--- config.mk ---
export PLATFORM = sky130hd
export DESIGN_NAME = omega_net
export DESIGN_NICKNAME = d
export VERILOG_FILES = /design/src/rtl/omega_pkg.sv /design/src/rtl/omega_shuffle.sv /design/src/rtl/omega_switch.sv /design/src/rtl/omega_stage.sv /design/src/rtl/omega_net.sv
export SDC_FILE = /design/constraint.sdc
export NUM_CORES = 1
export LEC_CHECK = 0
export BUFFER_PORTS_ARGS = -buffer_cell sky130_fd_sc_hd__buf_2
export CAP_MARGIN = 0
export CORE_ASPECT_RATIO = 0.75
export CORE_MARGIN = 2
export CORE_UTILIZATION = 50
export CTS_CLUSTER_SIZE = 25
export DETAILED_ROUTE_END_ITERATION = 8
export GPL_TIMING_DRIVEN = 0
export MAX_ROUTING_LAYER = met4
export PLACE_DENSITY = 0.85
export SLEW_MARGIN = 25
export SYNTH_ARGS = -nofsm -noshare
export SYNTH_HDL_FRONTEND = slang
export SYNTH_SLANG_ARGS = --single-unit
--- constraint.sdc ---
create_clock -name clk -period 2.5 [get_ports clk]
set_input_delay 0.125 -clock clk [delete_from_list [all_inputs] [get_ports clk]]
set_output_delay 0.125 -clock clk [all_outputs]
set_load 0.05 [all_outputs]
--- src/rtl/omega_pkg.sv ---
// Package: shared definitions for the omega network.
// Assumes port counts are powers of two; index rotation is on TAG_W bits.
package omega_pkg;

    // Setting of one 2x2 switching element.
    typedef enum logic {
        SW_PASS  = 1'b0,
        SW_CROSS = 1'b1
    } sw_mode_e;

    // Rotate a w-bit index left by one position (perfect shuffle).
    function automatic int rotl1(input int v, input int w);
        int mask;
        mask = (1 << w) - 1;
        return ((v << 1) | (v >> (w - 1))) & mask;
    endfunction

endpackage

--- src/rtl/omega_shuffle.sv ---
// omega_shuffle: pure wiring; link i is moved to position rotl1(i).
// Assumes PORTS == 2**TAG_W. No logic, no state.
module omega_shuffle #(
    parameter int PORTS = 8,
    parameter int TAG_W = 3,
    parameter int PW    = 15
) (
    input  logic [PORTS-1:0][PW-1:0] link_in,
    output logic [PORTS-1:0][PW-1:0] link_out
);
    import omega_pkg::*;

    // Each input link is assigned to exactly one shuffled position.
    for (genvar i = 0; i < PORTS; i++) begin : g_wire
        assign link_out[rotl1(i, TAG_W)] = link_in[i];
    end

endmodule

--- src/rtl/omega_switch.sv ---
// omega_switch: one 2x2 element. Packet layout (MSB first):
// {valid, src[TAG_W], dest[TAG_W], data[DATA_W]}.
// The element is set from the upper packet if valid, else the lower one;
// the wanted output is destination bit SEL_BIT. A lower packet whose
// wanted output is taken by the upper packet is dropped and reported.
module omega_switch #(
    parameter int TAG_W   = 3,
    parameter int DATA_W  = 8,
    parameter int SEL_BIT = 2,
    localparam int PW     = 1 + 2 * TAG_W + DATA_W
) (
    input  logic [PW-1:0]    pkt_up,
    input  logic [PW-1:0]    pkt_lo,
    output logic [PW-1:0]    pkt_even,
    output logic [PW-1:0]    pkt_odd,
    output logic             drop_vld,
    output logic [TAG_W-1:0] drop_src
);
    import omega_pkg::*;

    localparam int VLD_POS  = PW - 1;
    localparam int SRC_LSB  = TAG_W + DATA_W;
    localparam int DEST_LSB = DATA_W;

    logic     up_v, lo_v, up_want, lo_want;
    sw_mode_e mode;
    logic [PW-1:0] route_even, route_odd;

    assign up_v    = pkt_up[VLD_POS];
    assign lo_v    = pkt_lo[VLD_POS];
    assign up_want = pkt_up[DEST_LSB + SEL_BIT];
    assign lo_want = pkt_lo[DEST_LSB + SEL_BIT];

    // Pick the element setting; the upper packet has priority.
    always_comb begin
        if (up_v) mode = up_want ? SW_CROSS : SW_PASS;
        else      mode = lo_want ? SW_PASS  : SW_CROSS;
    end

    // Steer both inputs according to the setting.
    always_comb begin
        if (mode == SW_PASS) begin
            route_even = pkt_up;
            route_odd  = pkt_lo;
        end else begin
            route_even = pkt_lo;
            route_odd  = pkt_up;
        end
    end

    // Conflict: lower packet wants the output the upper packet took.
    assign drop_vld = up_v && lo_v && (up_want == lo_want);
    assign drop_src = pkt_lo[SRC_LSB +: TAG_W];

    // Suppress the misrouted loser so it never reaches a later column.
    always_comb begin
        pkt_even = route_even;
        pkt_odd  = route_odd;
        if (drop_vld) begin
            if (up_want) pkt_even[VLD_POS] = 1'b0;
            else         pkt_odd[VLD_POS]  = 1'b0;
        end
    end

endmodule

--- src/rtl/omega_stage.sv ---
// omega_stage: one column = perfect shuffle followed by PORTS/2 elements.
// Column STAGE_IDX steers on destination bit TAG_W-1-STAGE_IDX.
// drop_mask is indexed by the original source port of dropped packets.
module omega_stage #(
    parameter int PORTS     = 8,
    parameter int TAG_W     = 3,
    parameter int DATA_W    = 8,
    parameter int STAGE_IDX = 0,
    localparam int PW       = 1 + 2 * TAG_W + DATA_W,
    localparam int HALF     = PORTS / 2
) (
    input  logic [PORTS-1:0][PW-1:0] stage_in,
    output logic [PORTS-1:0][PW-1:0] stage_out,
    output logic [PORTS-1:0]         drop_mask
);
    logic [PORTS-1:0][PW-1:0]  shuffled;
    logic [HALF-1:0]           el_drop;
    logic [HALF-1:0][TAG_W-1:0] el_src;

    omega_shuffle #(.PORTS(PORTS), .TAG_W(TAG_W), .PW(PW)) u_shuffle (
        .link_in  (stage_in),
        .link_out (shuffled)
    );

    for (genvar m = 0; m < HALF; m++) begin : g_el
        omega_switch #(.TAG_W(TAG_W), .DATA_W(DATA_W),
                       .SEL_BIT(TAG_W - 1 - STAGE_IDX)) u_sw (
            .pkt_up   (shuffled[2*m]),
            .pkt_lo   (shuffled[2*m+1]),
            .pkt_even (stage_out[2*m]),
            .pkt_odd  (stage_out[2*m+1]),
            .drop_vld (el_drop[m]),
            .drop_src (el_src[m])
        );
    end

    // Decode each element's drop report into a per-source mask.
    always_comb begin
        drop_mask = '0;
        for (int m = 0; m < HALF; m++) begin
            if (el_drop[m]) drop_mask[el_src[m]] = 1'b1;
        end
    end

endmodule

--- src/rtl/omega_net.sv ---
// omega_net: PORTS-port omega network of log2(PORTS) columns.
// Tags each packet with its source port, routes it combinationally
// through all columns, and registers delivered packets and per-source
// blocked flags. Assumes PORTS is a power of two, >= 2.
module omega_net #(
    parameter int PORTS  = 8,
    parameter int DATA_W = 8,
    localparam int TAG_W  = $clog2(PORTS),
    localparam int STAGES = TAG_W,
    localparam int PW     = 1 + 2 * TAG_W + DATA_W
) (
    input  logic                          clk,
    input  logic                          rst_n,
    input  logic [PORTS-1:0]              in_valid,
    input  logic [PORTS-1:0][TAG_W-1:0]   in_dest,
    input  logic [PORTS-1:0][DATA_W-1:0]  in_data,
    output logic [PORTS-1:0]              out_valid,
    output logic [PORTS-1:0][DATA_W-1:0]  out_data,
    output logic [PORTS-1:0][TAG_W-1:0]   out_src,
    output logic [PORTS-1:0]              blocked
);
    localparam int SRC_LSB = TAG_W + DATA_W;

    logic [STAGES:0][PORTS-1:0][PW-1:0] col_pkt;
    logic [STAGES-1:0][PORTS-1:0]       col_drop;
    logic [PORTS-1:0]                   drop_any;

    // Build packets with the source port number attached.
    for (genvar i = 0; i < PORTS; i++) begin : g_pack
        assign col_pkt[0][i] = {in_valid[i], TAG_W'(i), in_dest[i], in_data[i]};
    end

    for (genvar k = 0; k < STAGES; k++) begin : g_col
        omega_stage #(.PORTS(PORTS), .TAG_W(TAG_W), .DATA_W(DATA_W),
                      .STAGE_IDX(k)) u_stage (
            .stage_in  (col_pkt[k]),
            .stage_out (col_pkt[k+1]),
            .drop_mask (col_drop[k])
        );
    end

    // Merge drop reports of all columns.
    always_comb begin
        drop_any = '0;
        for (int k = 0; k < STAGES; k++) drop_any |= col_drop[k];
    end

    // Register the delivered packets and blocked flags.
    always_ff @(posedge clk) begin
        if (!rst_n) begin
            out_valid <= '0;
            blocked   <= '0;
            out_data  <= '0;
            out_src   <= '0;
        end else begin
            blocked <= drop_any;
            for (int j = 0; j < PORTS; j++) begin
                out_valid[j] <= col_pkt[STAGES][j][PW-1];
                out_src[j]   <= col_pkt[STAGES][j][SRC_LSB +: TAG_W];
                out_data[j]  <= col_pkt[STAGES][j][DATA_W-1:0];
            end
        end
    end

endmodule

==> results.md, run 1 <==
* Inserted Clock Buffers at 9
* H-tree depth at 3
* Remaining routing DRC violations at 0
* Worst path slowest cell: sky130_fd_sc_hd__o21ai_2
* Top achievable clock speed at 0.433 GHz
* Beginning of the critical path: in_valid[2]
* Final routed wirelength across all metal layers at 21.1 mm
* Setup Viol. Count Final at 0
* Most used standard cells in the synthesized netlist: 153 x sky130_fd_sc_hd__mux2i_1, 133 x sky130_fd_sc_hd__nand2_1, 103 x sky130_fd_sc_hd__dfxtp_1
* Pin count of the biggest net entering global routing at 18
* Post-Synthesis Net Count at 838
* Total grt overflow at 0
* Wire length per cell after detailed routing at 18.9 um
* Critical path endpoint category: flip-flop
* Share of cells above drive strength 1 at 0.276
* Required time worst endpoint at 2.72 ns
* Worst slew margin relative to its limit at 0.464
* Post-detailed-route via-to-cell ratio at 5.72
* Peak fanout along the critical path at 10
* Synth Register Bits at 103
* Share of the clock period used by the worst path after layout at 0.924
* Vias post-DR at 6398
* Slew of the pin with the lowest slew margin at 0.804 ns
* Most area-consuming cells after synthesis: sky130_fd_sc_hd__dfxtp_1 34%, sky130_fd_sc_hd__mux2i_1 25%, sky130_fd_sc_hd__nand2_1 8.2%
* Sinks on Clock Net at 103
* # port buffers at 199
* First-pass GRT wire length at 31.5 mm
* Number of flops mapped to enable cells by yosys at 0
* Most used standard cell by instance count after synthesis: sky130_fd_sc_hd__mux2i_1
* RSZ-0062 raised after global routing: false
* Nature of the critical path startpoint: input port
* Die area at 13100 um2
* Commonest register cell after synthesis: sky130_fd_sc_hd__dfxtp_1
* Min Tclk post-route at 2.31 ns
* Number of DRC markers in iteration 0 at 611
* Height of the die at 99.7 um
* Mapped Avg Cell Area at 8.25 um2
* Last weighted congestion value of the routability-driven placer at 1.01
* Clk slew on worst S/H paths at 0.07 ns
* Count of TritonRoute iterations in the first routing pass at 5
* Critical path type: in2reg
* Number of buffers on the longest clock path at 2
* Maximum cell stage delay along the critical path at 0.35 ns
* Layout net count at 1048
* Hold-critical path endpoint: blocked[4]
* Worst vdd ir at 594 uV
* Largest area contributor in the synthesized netlist: sky130_fd_sc_hd__dfxtp_1
* CTS Root Buffer Type: sky130_fd_sc_hd__clkbuf_16
* Placement Rows at 34
* Leakage power summed over all cells at 0.00389 uW
* Proportion of synthesized flip-flops having asynchronous set or reset at 0
* Fill cell total of the finished layout at 1019
* Starting density of the core at 0.520
* IO Pins at 202
* Outcome: completed
* Final hold vios at 0
* Core ar. at 11700 um2
* Post-DP HPWL at 16.5 mm
* Setup Buffers After CTS at 0
* Core occupancy in the finished layout at 0.648
* Vias in the first global route at 5686
* Clock tree from TritonCTS: yes
* Number of routed nets with antenna violations at 0
* Synth top area share at 0.338
* Global-route usage over all layers at 0.323
* Number of distinct standard cells referenced by the synthesized netlist at 67
* Number of slew-limit violations in the final report at 0
* Share of synthesized area occupied by flip-flops and latches at 0.338
* Worst min-delay path startpoint: in_valid[0]
* Cell Chain, Critical Path: buf_2, and2b_1, nor2_2, mux2i_1, and3_1, nor2_1, o21ai_2, buf_2, mux2i_1, nor2_1
* Max-Cap Viols at 0
* Hold Path Stages at 3
* Number of synthesis warnings at 0
* Initial antenna violation count at 2
* Power Dens Cells at 822 nW/um2
* Cell count after synthesis at 740
* Post-Synthesis Cell Area at 6110 um2
* Hold/Removal Path Class: in2reg
* Area growth from synthesis to layout at 24.6%
* Critical path data arrival time at 2.53 ns
* Horiz. Die Dim at 132 um
* Setup TNS Final at 0 ns
* Total power after layout at 6250 uW
==> critical path, delay by kind of cell <==
kind                   cells  cell delay [ns]
buffers and inverters      2             0.48
AOI/OAI and AO/OA          1             0.35
muxes                      2             0.57
and+or+nand+nor            5             0.98
==> power by group <==
group | switching (uW) | total [uW] | internal, uW
combinational | 2100 | 2910 | 805
sequential | 76.5 | 1980 | 1900
clock | 654 | 1370 | 713
==> what timing repair did <==
item | in CTS | in global routing
hold endpoints to repair | 0 | 0
hold buffers | 0 | 0
gates resized for setup | 1 | 10
endpoints found under the setup margin | 5 | 24
gates cloned | 0 | 0
==> logic make-up after synthesis <==
| kind of cell | share of synthesized area |
|---|---|
| AND/OR/NAND/NOR | 0.195 |
| buffers and inverters | 0.0404 |
| XOR/XNOR | 0.00574 |
| AO/OA/AOI/OAI | 0.154 |
| flip-flops | 0.338 |
| other | 0.000614 |
| multiplexers | 0.267 |
==> metal layers <==
layer  vias up  wire (um)  track usage
li1       3016          -            -
met1      2960       9460        0.446
met2       389       8460        0.440
met3        33       2900        0.127
met4         0        306       0.0719
met5         -          0            -
==> layout make-up <==
type / instances / area (um2) / share of cell area
Multi-Input combinational cell: 577 / 3810 / 0.501
Sequential cell: 103 / 2060 / 0.271
Timing Repair Buffer: 199 / 996 / 0.131
Clock buffer: 11 / 243 / 0.0319
Tap cell: 162 / 203 / 0.0266
Buffer: 44 / 193 / 0.0253
Inverter: 16 / 60.1 / 0.00789
Clock inverter: 5 / 38.8 / 0.00510
Antenna cell: 2 / 5.00 / 0.000658
==> metrics by stage <==
| stage | instance area [um2] | hold WS [ns] | setup WS (ns) | std cells |
|---|---|---|---|---|
| after global routing | 7610 | 0.0778 | 0.00172 | 1119 |
| after CTS | 7590 | 0.0523 | 0.137 | 1117 |
| after global placement | 7300 | 0.407 | -0.346 | 1101 |
| after detailed placement | 7300 | 0.416 | -0.396 | 1101 |
| after floorplan | 6110 | 0.251 | 0.375 | 740 |
| final | 7610 | 0.0580 | 0.189 | 1119 |
==> registers in the layout (all words and copies together) (netlist names) <==
signal and cells:
blocked 7, out_valid 8, out_data 64, out_src 24
==> worst max-delay path by stage <==
stage                         to  slack, ns  cells past startpoint
floorplan           out_data[17]       0.38                      9
global placement    out_data[21]      -0.35                     10
detailed placement  out_data[18]      -0.40                     10
CTS                 out_data[18]       0.14                     10
global route        out_data[14]      0.002                     10
finish              out_data[22]       0.19                     10
==> cells in the final DEF, fill, tap and decap left out, types with 7 or more instances in the layout <==
master / synthesis / layout
sky130_fd_sc_hd__a211oi_1: 7 / 7
sky130_fd_sc_hd__a21oi_1: 70 / 68
sky130_fd_sc_hd__and2_1: 10 / 10
sky130_fd_sc_hd__and3_1: 9 / 9
sky130_fd_sc_hd__buf_2: 11 / 210
sky130_fd_sc_hd__clkbuf_1: 23 / 21
sky130_fd_sc_hd__clkbuf_16: 0 / 9
sky130_fd_sc_hd__dfxtp_1: 103 / 103
sky130_fd_sc_hd__inv_1: 16 / 16
sky130_fd_sc_hd__mux2i_1: 153 / 153
sky130_fd_sc_hd__nand2_1: 133 / 133
sky130_fd_sc_hd__nand3_1: 19 / 19
sky130_fd_sc_hd__nor2_1: 54 / 54
sky130_fd_sc_hd__o21ai_0: 15 / 15
(Power assumes the default switching activity.)
==> run 2: changes to the inputs <==
--- a/config.mk
+++ b/config.mk
@@ -5,7 +5,7 @@
 export SDC_FILE = /design/constraint.sdc
 export NUM_CORES = 1
 export LEC_CHECK = 0
-export BUFFER_PORTS_ARGS = -buffer_cell sky130_fd_sc_hd__buf_2
+export BUFFER_PORTS_ARGS = -buffer_cell sky130_fd_sc_hd__buf_4
 export CAP_MARGIN = 0
 export CORE_ASPECT_RATIO = 0.75
 export CORE_MARGIN = 2
==> results.md, run 2 (synthesis gave the netlist of run 1 again) <==
* Outcome: completed
* Number of slew-limit violations in the final report at 0 (unchanged)
* First-pass GRT wire length at 32.5 mm (+3.1%)
* Required time worst endpoint at 2.77 ns (+0.05 ns)
* Count of TritonRoute iterations in the first routing pass at 5 (unchanged)
* Maximum cell stage delay along the critical path at 0.43 ns (+0.08 ns)
* Die area at 13100 um2 (unchanged)
* RSZ-0062 raised after global routing: false
* Final routed wirelength across all metal layers at 21.9 mm (+3.9%)
* Critical path data arrival time at 2.62 ns (+0.09 ns)
* Setup Viol. Count Final at 0 (unchanged)
* Power Dens Cells at 810 nW/um2 (-1.4%)
* Nature of the critical path startpoint: input port
* Number of DRC markers in iteration 0 at 694 (+14%)
* Hold-critical path endpoint: blocked[4]
* Worst path slowest cell: sky130_fd_sc_hd__nor3b_1
* Sinks on Clock Net at 103 (unchanged)
* Wire length per cell after detailed routing at 19.6 um (+4.0%)
* Hold bufs inserted after CTS at 0 (unchanged)
* Inserted Clock Buffers at 9 (unchanged)
* Post-cts sizing count at 1 (unchanged)
* Max Used Layer: met4
* Initial antenna violation count at 0 (-2)
* Slew of the pin with the lowest slew margin at 0.822 ns (+0.0180 ns)
* Most common cell after layout, fill and taps aside: sky130_fd_sc_hd__buf_4
* Met3 layer wire length in the routed design at 2.82 mm (-2.9%)
* Core ar. at 11700 um2 (unchanged)
* Post-DP HPWL at 17.1 mm (+3.8%)
* Share of the clock period used by the worst path after layout at 0.942 (+0.0174)
* Setup Buffers After CTS at 0 (unchanged)
* Hold/Removal Path Class: in2reg
* Worst slew margin relative to its limit at 0.452 (-0.0120)
* # port buffers at 199 (unchanged)
* IO Pins at 202 (unchanged)
* Regs by FF count: out_data: 64 flops, out_src: 24 flops, out_valid: 8 flops
* Core occupancy in the finished layout at 0.691 (+0.0433)
* Height of the die at 99.7 um (unchanged)
* Pin count of the biggest net entering global routing at 19 (+1)
* Critical path endpoint category: flip-flop
* Top register by number of flip-flops: out_data
* Global-route usage over all layers at 0.332 (+0.00968)
* Max-Cap Viols at 0 (unchanged)
* Remaining routing DRC violations at 0 (unchanged)
* Top achievable clock speed at 0.425 GHz (-1.9%)
* Flip-flop count of the largest register after layout at 64 (unchanged)
* Post-detailed-route via-to-cell ratio at 5.86 (+2.5%)
* Number of buffers on the longest clock path at 2 (unchanged)
* Total placed cells including tap cells at 1101 (unchanged)
* Critical path's top delay family: simple AND/OR/NAND/NOR gates
* Starting density of the core at 0.520 (unchanged)
* Final hold vios at 0 (unchanged)
* Clock tree from TritonCTS: yes
* Min Tclk post-route at 2.35 ns (+0.0436 ns)
* Number of antenna cells inserted at 0 (-2)
* Hold Path Stages at 3 (unchanged)
* Worst vdd ir at 687 uV (+16%)
* H-tree depth at 3 (unchanged)
* Area growth from synthesis to layout at 32.9%
* Cell Chain, Critical Path: buf_4, or2b_2, nand2_2, mux2_2, nor3b_1, or2_1, mux2_2, clkbuf_1, nor2_1, a211oi_1
* Leakage power summed over all cells at 0.00402 uW (+3.1%)
* Non-Filler Instances at 1117 (-0.18%)
* Layout net count at 1048 (unchanged)
* Horiz. Die Dim at 132 um (unchanged)
* Commonest cells after routing, fill and taps aside: 201 x sky130_fd_sc_hd__buf_4, 153 x sky130_fd_sc_hd__mux2i_1, 133 x sky130_fd_sc_hd__nand2_1, 103 x sky130_fd_sc_hd__dfxtp_1, 69 x sky130_fd_sc_hd__a21oi_1
* Worst min-delay path startpoint: in_valid[4]
* Count of buffering cells on the critical path with inverters included at 2 (unchanged)
* Vias post-DR at 6545 (+2.3%)
* Cell type with the highest occurrence count on the critical path: sky130_fd_sc_hd__mux2_2
* CTS Root Buffer Type: sky130_fd_sc_hd__clkbuf_16
* Placement Rows at 34 (unchanged)
* Total grt overflow at 0 (unchanged)
* Critical path type: in2reg
* Vias in the first global route at 5832 (+2.6%)
* Detail Route met2 WL at 9.09 mm (+7.4%)
* Share of cells above drive strength 1 at 0.273 (-0.00314)
* Number of routed nets with antenna violations at 0 (unchanged)
* Last weighted congestion value of the routability-driven placer at 1.00 (-1.2%)
* Length of routed wiring on met1 at 9.74 mm (+3.0%)
* Clk slew on worst S/H paths at 0.07 ns (about the same)
* Peak fanout along the critical path at 10 (unchanged)
==> run 2: cell count changes in the layout (fill, tap and decap cells not counted), sizes merged <==
| cell | before | now |
|---|---|---|
| clkinvlp | 1 | 0 |
| buf | 218 | 219 |
| clkbuf | 36 | 34 |
| bufinv | 0 | 1 |
| clkinv | 1 | 2 |
| diode | 2 | 0 |
==> run 2: worst min-delay path, cell delays in order <==
cell                      delay [ns]
sky130_fd_sc_hd__buf_4          0.12
sky130_fd_sc_hd__nand3_1        0.08
sky130_fd_sc_hd__nor2_1         0.03
==> run 2: how the worst max path moves through the flow <==
stage                start           end  cells after the start
2_1_floorplan  in_dest[14]  out_data[17]                      9
3_3_place_gp    in_dest[2]  out_data[19]                     10
5_1_grt         in_dest[2]    out_src[4]                     10
4_1_cts         in_dest[2]  out_data[17]                     10
3_5_place_dp    in_dest[2]  out_data[20]                     10
6_report        in_dest[2]    out_src[4]                     10
==> run 2: cell type report <==
type	count	area (um2)
timing repair buffer	199	1490
buffer	44	190
tap	162	203
inverter	16	60.1
clock buffer	10	229
clock inverter	6	73.8
fill	979	3620
sequential	103	2060
multi-input combinational	577	3800
==> run 2: layer usage <==
layer | vias to the layer above | track usage
met4 | 0 | 0.0669
li1 | 3023 | -
met2 | 462 | 0.477
met3 | 35 | 0.0917
met5 | - | -
met1 | 3025 | 0.468
==> run 2: report_power, final <==
part / internal [uW] / total [uW] / switching [uW]
Clock: 792 / 1460 / 670
Combinational: 996 / 3120 / 2120
Sequential: 1900 / 1990 / 87.6
Total: 3690 / 6570 / 2880
==> run 2: per-stage QoR <==
| stage | power [uW] | setup WS (ns) | hold slack [ns] | TNS [ns] | area, um2 |
|---|---|---|---|---|---|
| 6_report | 6570 | 0.146 | 0.0514 | 0 | 8120 |
| 5_1_grt | 6810 | 0.00263 | 0.0637 | 0 | 8120 |
| 4_1_cts | 6520 | 0.123 | 0.0466 | 0 | 8110 |
| 3_5_place_dp | 5060 | -0.414 | 0.408 | -8.91 | 7800 |
| 3_3_place_gp | 5030 | -0.358 | 0.403 | -7.24 | 7800 |
| 2_1_floorplan | 4100 | 0.375 | 0.251 | 0 | 6110 |
